**src/rtl/flash_lock_pkg.sv**
```systemverilog
package flash_lock_pkg;
  localparam logic [7:0] CMD_RD_ARRAY = 8'hFF;
  localparam logic [7:0] CMD_RD_STAT  = 8'h70;
  localparam logic [7:0] CMD_CLR_STAT = 8'h50;
  localparam logic [7:0] CMD_ERASE_SU = 8'h20;
  localparam logic [7:0] CMD_PROG_SU  = 8'h40;
  localparam logic [7:0] CMD_LOCK_SU  = 8'h60;
  localparam logic [7:0] CMD_GO       = 8'hD0;
  localparam logic [7:0] CMD_LK_BLK   = 8'h01;
  localparam logic [7:0] CMD_LK_MST   = 8'hF1;

  // sticky error vector positions
  localparam int ERR_PROT = 0;  // SR.1
  localparam int ERR_VLOW = 1;  // SR.3
  localparam int ERR_WR   = 2;  // SR.4
  localparam int ERR_ERS  = 3;  // SR.5

  typedef enum logic [2:0] {OP_NONE, OP_ERASE, OP_PROG, OP_SETBLK, OP_SETMST, OP_CLR} op_e;
  typedef enum logic [1:0] {SEQ_IDLE, SEQ_ERASE, SEQ_PROG, SEQ_LOCK} seq_e;

  function automatic logic [3:0] op_err(op_e op);
    logic [3:0] e;
    e = '0;
    case (op)
      OP_ERASE, OP_CLR:               e[ERR_ERS] = 1'b1;
      OP_PROG, OP_SETBLK, OP_SETMST:  e[ERR_WR]  = 1'b1;
      default: ;
    endcase
    return e;
  endfunction
endpackage

```
**src/rtl/flash_lock_guard.sv**
```systemverilog
module flash_lock_guard
  import flash_lock_pkg::*;
(
  input  op_e        op_i,
  input  logic       blk_lock_i,
  input  logic       master_i,
  input  logic       rp_hv_i,
  input  logic       vpp_ok_i,
  output logic       ok_o,
  output logic [3:0] err_o
);
  logic blocked;

  always_comb begin
    case (op_i)
      OP_ERASE, OP_PROG: blocked = blk_lock_i & ~rp_hv_i;
      OP_SETBLK, OP_CLR: blocked = master_i & ~rp_hv_i;
      OP_SETMST:         blocked = ~rp_hv_i;
      default:           blocked = 1'b0;
    endcase
  end

  always_comb begin
    err_o = '0;
    ok_o  = 1'b0;
    if (op_i != OP_NONE) begin
      if (!vpp_ok_i) begin
        // supply fault takes precedence over protection
        err_o = op_err(op_i);
        err_o[ERR_VLOW] = 1'b1;
      end else if (blocked) begin
        err_o = op_err(op_i);
        err_o[ERR_PROT] = 1'b1;
      end else begin
        ok_o = 1'b1;
      end
    end
  end
endmodule

```
**src/rtl/flash_lock_timer.sv**
```systemverilog
module flash_lock_timer #(
  parameter int CNT_W = 8
) (
  input  logic             clk_i,
  input  logic             rst_ni,
  input  logic             start_i,
  input  logic [CNT_W-1:0] len_i,
  input  logic             abort_i,
  output logic             busy_o,
  output logic             done_o,
  output logic             quit_o
);
  logic             busy_q;
  logic [CNT_W-1:0] cnt_q;

  assign busy_o = busy_q;
  assign quit_o = busy_q & abort_i;
  assign done_o = busy_q & ~abort_i & (cnt_q == CNT_W'(1));

  always_ff @(posedge clk_i or negedge rst_ni) begin
    if (!rst_ni) begin
      busy_q <= 1'b0;
      cnt_q  <= '0;
    end else if (busy_q) begin
      if (quit_o || done_o) busy_q <= 1'b0;
      else                  cnt_q  <= cnt_q - CNT_W'(1);
    end else if (start_i) begin
      busy_q <= 1'b1;
      cnt_q  <= (len_i == '0) ? CNT_W'(1) : len_i;
    end
  end
endmodule

```
**src/rtl/flash_lock_scramble.sv**
```systemverilog
module flash_lock_scramble #(
  parameter int OUT_W = 16
) (
  input  logic             clk_i,
  input  logic             rst_ni,
  output logic [OUT_W-1:0] pat_o
);
  localparam int          LFSR_W = 16;
  localparam logic [15:0] TAPS   = 16'hB400;
  localparam logic [15:0] SEED   = 16'hACE1;

  logic [LFSR_W-1:0] lfsr_q;

  always_ff @(posedge clk_i or negedge rst_ni) begin
    if (!rst_ni) lfsr_q <= SEED;
    else         lfsr_q <= {1'b0, lfsr_q[LFSR_W-1:1]} ^ (lfsr_q[0] ? TAPS : '0);
  end

  for (genvar i = 0; i < OUT_W; i++) begin : g_pat
    assign pat_o[i] = lfsr_q[i % LFSR_W];
  end
endmodule

```
**src/rtl/flash_lock_seq.sv**
```systemverilog
module flash_lock_seq
  import flash_lock_pkg::*;
#(
  parameter int NUM_BLOCKS = 16,
  parameter int BUSY_W     = 8,
  localparam int BLK_W     = (NUM_BLOCKS > 1) ? $clog2(NUM_BLOCKS) : 1
) (
  input  logic                  clk_i,
  input  logic                  rst_ni,
  input  logic                  wr_en_i,
  input  logic [7:0]            wr_cmd_i,
  input  logic [BLK_W-1:0]      wr_blk_i,
  input  logic [BUSY_W-1:0]     busy_len_i,
  input  logic                  vpp_ok_i,
  input  logic                  rp_hv_i,
  input  logic                  abort_i,
  output logic [7:0]            status_o,
  output logic                  rdy_o,
  output logic                  rd_status_o,
  output logic [NUM_BLOCKS-1:0] lock_o,
  output logic                  master_o
);
  seq_e                  seq_q, seq_d;
  op_e                   op_q, req_op;
  logic                  mode_q, mode_d;
  logic [3:0]            err_q, err_d, guard_err;
  logic [NUM_BLOCKS-1:0] lock_q, scramble;
  logic [BLK_W-1:0]      blk_q;
  logic                  master_q, busy, done, quit, start, inv_seq, clr_err;

  flash_lock_guard u_guard (
    .op_i      (req_op),
    .blk_lock_i(lock_q[wr_blk_i]),
    .master_i  (master_q),
    .rp_hv_i   (rp_hv_i),
    .vpp_ok_i  (vpp_ok_i),
    .ok_o      (start),
    .err_o     (guard_err)
  );

  flash_lock_timer #(.CNT_W(BUSY_W)) u_timer (
    .clk_i  (clk_i),
    .rst_ni (rst_ni),
    .start_i(start),
    .len_i  (busy_len_i),
    .abort_i(abort_i | ~vpp_ok_i),
    .busy_o (busy),
    .done_o (done),
    .quit_o (quit)
  );

  flash_lock_scramble #(.OUT_W(NUM_BLOCKS)) u_scramble (
    .clk_i (clk_i),
    .rst_ni(rst_ni),
    .pat_o (scramble)
  );

  // command decode
  always_comb begin
    seq_d   = seq_q;
    mode_d  = mode_q;
    req_op  = OP_NONE;
    inv_seq = 1'b0;
    clr_err = 1'b0;
    if (wr_en_i && busy) begin
      if (wr_cmd_i == CMD_RD_STAT) mode_d = 1'b1;
    end else if (wr_en_i) begin
      seq_d = SEQ_IDLE;
      case (seq_q)
        SEQ_IDLE: begin
          case (wr_cmd_i)
            CMD_RD_ARRAY: mode_d = 1'b0;
            CMD_RD_STAT:  mode_d = 1'b1;
            CMD_CLR_STAT: clr_err = 1'b1;
            CMD_ERASE_SU: begin seq_d = SEQ_ERASE; mode_d = 1'b1; end
            CMD_PROG_SU:  begin seq_d = SEQ_PROG;  mode_d = 1'b1; end
            CMD_LOCK_SU:  begin seq_d = SEQ_LOCK;  mode_d = 1'b1; end
            default: ;
          endcase
        end
        SEQ_ERASE: begin
          if (wr_cmd_i == CMD_GO) req_op = OP_ERASE;
          else                    inv_seq = 1'b1;
        end
        SEQ_PROG: req_op = OP_PROG;
        SEQ_LOCK: begin
          case (wr_cmd_i)
            CMD_LK_BLK: req_op = OP_SETBLK;
            CMD_LK_MST: req_op = OP_SETMST;
            CMD_GO:     req_op = OP_CLR;
            default:    inv_seq = 1'b1;
          endcase
        end
        default: ;
      endcase
    end
  end

  always_comb begin
    err_d = clr_err ? 4'b0 : err_q;
    err_d = err_d | guard_err;
    if (inv_seq) begin
      err_d[ERR_ERS] = 1'b1;
      err_d[ERR_WR]  = 1'b1;
    end
    if (quit) begin
      err_d = err_d | op_err(op_q);
      err_d[ERR_VLOW] = 1'b1;
    end
  end

  always_ff @(posedge clk_i or negedge rst_ni) begin
    if (!rst_ni) begin
      seq_q    <= SEQ_IDLE;
      mode_q   <= 1'b0;
      err_q    <= '0;
      op_q     <= OP_NONE;
      blk_q    <= '0;
      lock_q   <= '0;
      master_q <= 1'b0;
    end else begin
      seq_q  <= seq_d;
      mode_q <= mode_d;
      err_q  <= err_d;
      if (start) begin
        op_q  <= req_op;
        blk_q <= wr_blk_i;
      end
      if (done) begin
        case (op_q)
          OP_SETBLK: lock_q[blk_q] <= 1'b1;
          OP_SETMST: master_q      <= 1'b1;
          OP_CLR:    lock_q        <= '0;
          default: ;
        endcase
      end else if (quit && op_q == OP_CLR) begin
        lock_q <= scramble;  // interrupted clear leaves an undefined pattern
      end
    end
  end

  assign rdy_o       = ~busy;
  assign rd_status_o = mode_q;
  assign lock_o      = lock_q;
  assign master_o    = master_q;
  assign status_o    = {~busy, 1'b0, err_q[ERR_ERS], err_q[ERR_WR],
                        err_q[ERR_VLOW], 1'b0, err_q[ERR_PROT], 1'b0};
endmodule

```
**config.mk**
```make
export PLATFORM = sky130hd
export DESIGN_NAME = flash_lock_seq
export DESIGN_NICKNAME = d
export VERILOG_FILES = /design/src/rtl/flash_lock_pkg.sv /design/src/rtl/flash_lock_guard.sv /design/src/rtl/flash_lock_timer.sv /design/src/rtl/flash_lock_scramble.sv /design/src/rtl/flash_lock_seq.sv
export SDC_FILE = /design/constraint.sdc
export NUM_CORES = 1
export LEC_CHECK = 0
export BUFFER_PORTS_ARGS = -buffer_cell sky130_fd_sc_hd__buf_2
export CAP_MARGIN = 10
export CELL_PAD_IN_SITES_DETAIL_PLACEMENT = 1
export CELL_PAD_IN_SITES_GLOBAL_PLACEMENT = 1
export CORE_MARGIN = 1.5
export CORE_UTILIZATION = 35
export CTS_CLUSTER_DIAMETER = 50
export CTS_CLUSTER_SIZE = 40
export DETAILED_ROUTE_END_ITERATION = 10
export GPL_TIMING_DRIVEN = 0
export PLACE_DENSITY_LB_ADDON = 0.1
export SLEW_MARGIN = 25
export SYNTH_ARGS = -nofsm -noshare
export SYNTH_HDL_FRONTEND = slang
export SYNTH_SLANG_ARGS = --single-unit
```
**constraint.sdc**
```tcl
create_clock -name clk_i -period 4.65 [get_ports clk_i]
set_input_delay 0.93 -clock clk_i [delete_from_list [all_inputs] [get_ports clk_i]]
set_output_delay 0.93 -clock clk_i [all_outputs]
set_load 0.01 [all_outputs]
```
==> impl_metrics.json <==
{
  "outcome": "completed",
  "arrival_ns": 3.56,
  "place_inst": 445,
  "cp.required_ns": 4.86,
  "grt_max_degree": 57,
  "synth_area_leaders": "dfrtp_1 41%, o21ai_0 7.5%, dfstp_2 7.1%",
  "drive_gt1_share_pct": 25.0,
  "tns_ns": 0,
  "dieHeight_um": 94.7,
  "clock_power_share_pct": 31.2,
  "wl_met1_mm": 3.78,
  "yosysWarningCount": 0,
  "area_delta_synth_final_pct": 16.5,
  "post-route-util_pct": 41.9,
  "overflow": 0,
  "drt.antenna.violating_nets": 0,
  "postRouteWirelength_mm": 8.21,
  "ys_types": 55,
  "drt_first_pass_iters": 4,
  "syn_avg_cell_area_sq_um": 10.2,
  "vias": 2487,
  "path_max_fanout": 10,
  "synth_enable_flop_cells": 0,
  "die_w_um": 94.7,
  "power_density_nw_per_um2": 264,
  "antenna_found_initial": 0,
  "hp-class": "flop to flop",
  "switching_share_pct": 27.5,
  "yosys_most_used_dff": "dfrtp_1",
  "rows": 33,
  "wire_per_inst_um": 18.1,
  "placed_cell_area_sq_um": 3330,
  "post_cts_buffers": 0,
  "r2r-start": "u_timer.cnt_q[2]$_DFFE_PN0P_",
  "irDropWorstVdd_mv": 0.175,
  "ys_ff_latch": 56,
  "synth_cells": 289,
  "layout_common_cells": "48 x dfrtp_1, 48 x buf_2, 44 x o21ai_0",
  "topRoutingLayerUsed": "met4",
  "cts.sinks": 56,
  "crit_path_start_kind": "input pin",
  "grt_use_total_pct": 19.6,
  "io-pin-count": 53,
  "synth_area_leader_cell": "dfrtp_1",
  "start_util_pct": 36.0,
  "place.gp.congestion": 0.829,
  "skew_ns": 0.00694,
  "cts_buffers": 5,
  "p_sw_uw": 249,
  "worst_pin_slew_ns": 0.780,
  "grt_pass1_wl_mm": 13.4,
  "initialDrtViolationCount": 37,
  "fin_crit_sh_pct": 72.1,
  "fmax_mhz": 298,
  "drc": 0,
  "r2r-end": "lock_o[3]$_DFFE_PN0P_",
  "startpoint": "wr_cmd_i[1]",
  "power.leakage_uw": 0.00151,
  "setup.worst_path.end_class": "flop",
  "core_sq_um": 8180,
  "syn_area_sq_um": 2940,
  "setup_viol": 0,
  "path_class": "input pin to flop",
  "hold_violations": 0,
  "tritoncts": "yes",
  "setup.worst_path.end": "blk_q[3]$_DFFE_PN0P_",
  "clkTransAtPathRegs_ns": 0.11,
  "reg2reg_depth": 8,
  "finalNetCount": 375,
  "h-tree-depth": 2,
  "period_needed_ns": 3.35,
  "p_int_uw": 657,
  "ys_seq_area_share_pct": 48.0,
  "wl_met2_mm": 4.12,
  "rrSetupSlack_ns": 1.55,
  "cap_viol_max_count": 0,
  "clockRootBuffer": "clkbuf_8",
  "rsz0062_at_grt": "false",
  "n_antenna_cell": 0,
  "cts_max_path_buffers": 2,
  "clock_latency_ns": 0.31,
  "drv_slew": 0,
  "grt_pass1_vias": 2601,
  "portBuffers": 49,
  "seqPwrFrac_pct": 57.6,
  "comb_power_share_pct": 11.2,
  "dieArea_sq_um": 8960,
  "synth.top_cell.area_share_pct": 40.8,
  "final_area_sq_um": 3430,
  "async_reset_ff_share_pct": 100,
  "cts_resized": 0,
  "via_per_inst": 5.49,
  "cts_hold_buf": 0,
  "met3WireLength_um": 253,
  "stdcell_count": 453,
  "dpl.hpwl_mm": 6.16,
  "slew_headroom_pct": 47.6
}
-- worst min-delay path by stage --
stage / end / cells past startpoint / start / slack (ns)
after global placement: u_scramble.pat_o[0]$_DFF_PN1_ / 0 / u_scramble.pat_o[1]$_DFF_PN0_ / 0.36
final: u_scramble.pat_o[7]$_DFF_PN1_ / 0 / u_scramble.pat_o[8]$_DFF_PN0_ / 0.38
after global routing: u_scramble.pat_o[3]$_DFF_PN0_ / 0 / u_scramble.pat_o[4]$_DFF_PN0_ / 0.39
after floorplan: u_scramble.pat_o[1]$_DFF_PN0_ / 0 / u_scramble.pat_o[2]$_DFF_PN0_ / 0.35
after CTS: u_scramble.pat_o[7]$_DFF_PN1_ / 0 / u_scramble.pat_o[8]$_DFF_PN0_ / 0.38
after detailed placement: u_scramble.pat_o[7]$_DFF_PN1_ / 0 / u_scramble.pat_o[8]$_DFF_PN0_ / 0.36
-- power by group through the flow --
stage	Clock (uW)	Sequential (uW)	Combinational [uW]
after floorplan	0	530	53.4
after global placement	0	531	100
after detailed placement	0	531	102
after CTS	294	522	103
after global routing	317	526	115
final	283	522	101
-- synthesized netlist by cell type (4+ instances only) --
library cell / number
nand3_1: 7
or3_1: 4
xor2_1: 4
nor3_1: 10
nor4_1: 4
inv_1: 9
mux2_2: 4
nor2_1: 10
o21ai_0: 44
buf_4: 4
or4_1: 4
dfrtp_1: 48
mux4_1: 4
nand2_1: 15
dfstp_2: 8
clkbuf_1: 6
nand2b_1: 8
a21oi_1: 38
-- final cells by class --
| cell class | count | area, sq um |
|---|---|---|
| Clock buffer | 5 | 68.8 |
| Inverter | 9 | 33.8 |
| Sequential cell | 56 | 1410 |
| Tap cell | 105 | 131 |
| Fill cell | 974 | 4750 |
| Clock inverter | 3 | 22.5 |
| Multi-Input combinational cell | 212 | 1440 |
| Buffer | 14 | 75.1 |
| Timing Repair Buffer | 49 | 248 |
-- critical path, cell delays in order --
cell	delay [ns]
buf_2	0.11
or4b_1	0.61
nor4_1	0.60
o21a_1	0.24
o211ai_1	0.10
a21oi_2	0.28
nand2b_4	0.22
buf_6	0.16
mux2_4	0.30
-- logic make-up after synthesis --
kind of cell | synth area share [%]
multiplexers | 6.89
adder cells (fa/ha/maj) | 1.19
other | 0.127
buffers and inverters | 3.70
AO/OA/AOI/OAI | 23.7
XOR/XNOR | 1.19
flip-flops | 48.0
AND/OR/NAND/NOR | 15.2
-- metrics by stage --
stage	total power [uW]	hold WS, ns	worst slack (ns)
floorplan	584	0.349	1.44
global route	958	0.392	1.14
global placement	631	0.357	0.809
CTS	920	0.384	1.15
finish	906	0.379	1.30
detailed placement	634	0.363	0.798
-- routing by layer --
metal	vias up	GRT usage [%]
met5	-	0
met4	0	4.60
met3	4	3.22
met2	45	34.6
met1	1248	25.0
li1	1190	-
-- state kept, by name, indices dropped and copies added (netlist names) --
| name | count |
|---|---|
| master_o | 1 |
| u_timer.busy_o | 1 |
| op_q | 3 |
| u_scramble.pat_o | 16 |
| rd_status_o | 1 |
| blk_q | 4 |
| lock_o | 16 |
| u_timer.cnt_q | 8 |
| err_q | 4 |
| seq_q | 2 |
Power figures use the tool's default switching activity.
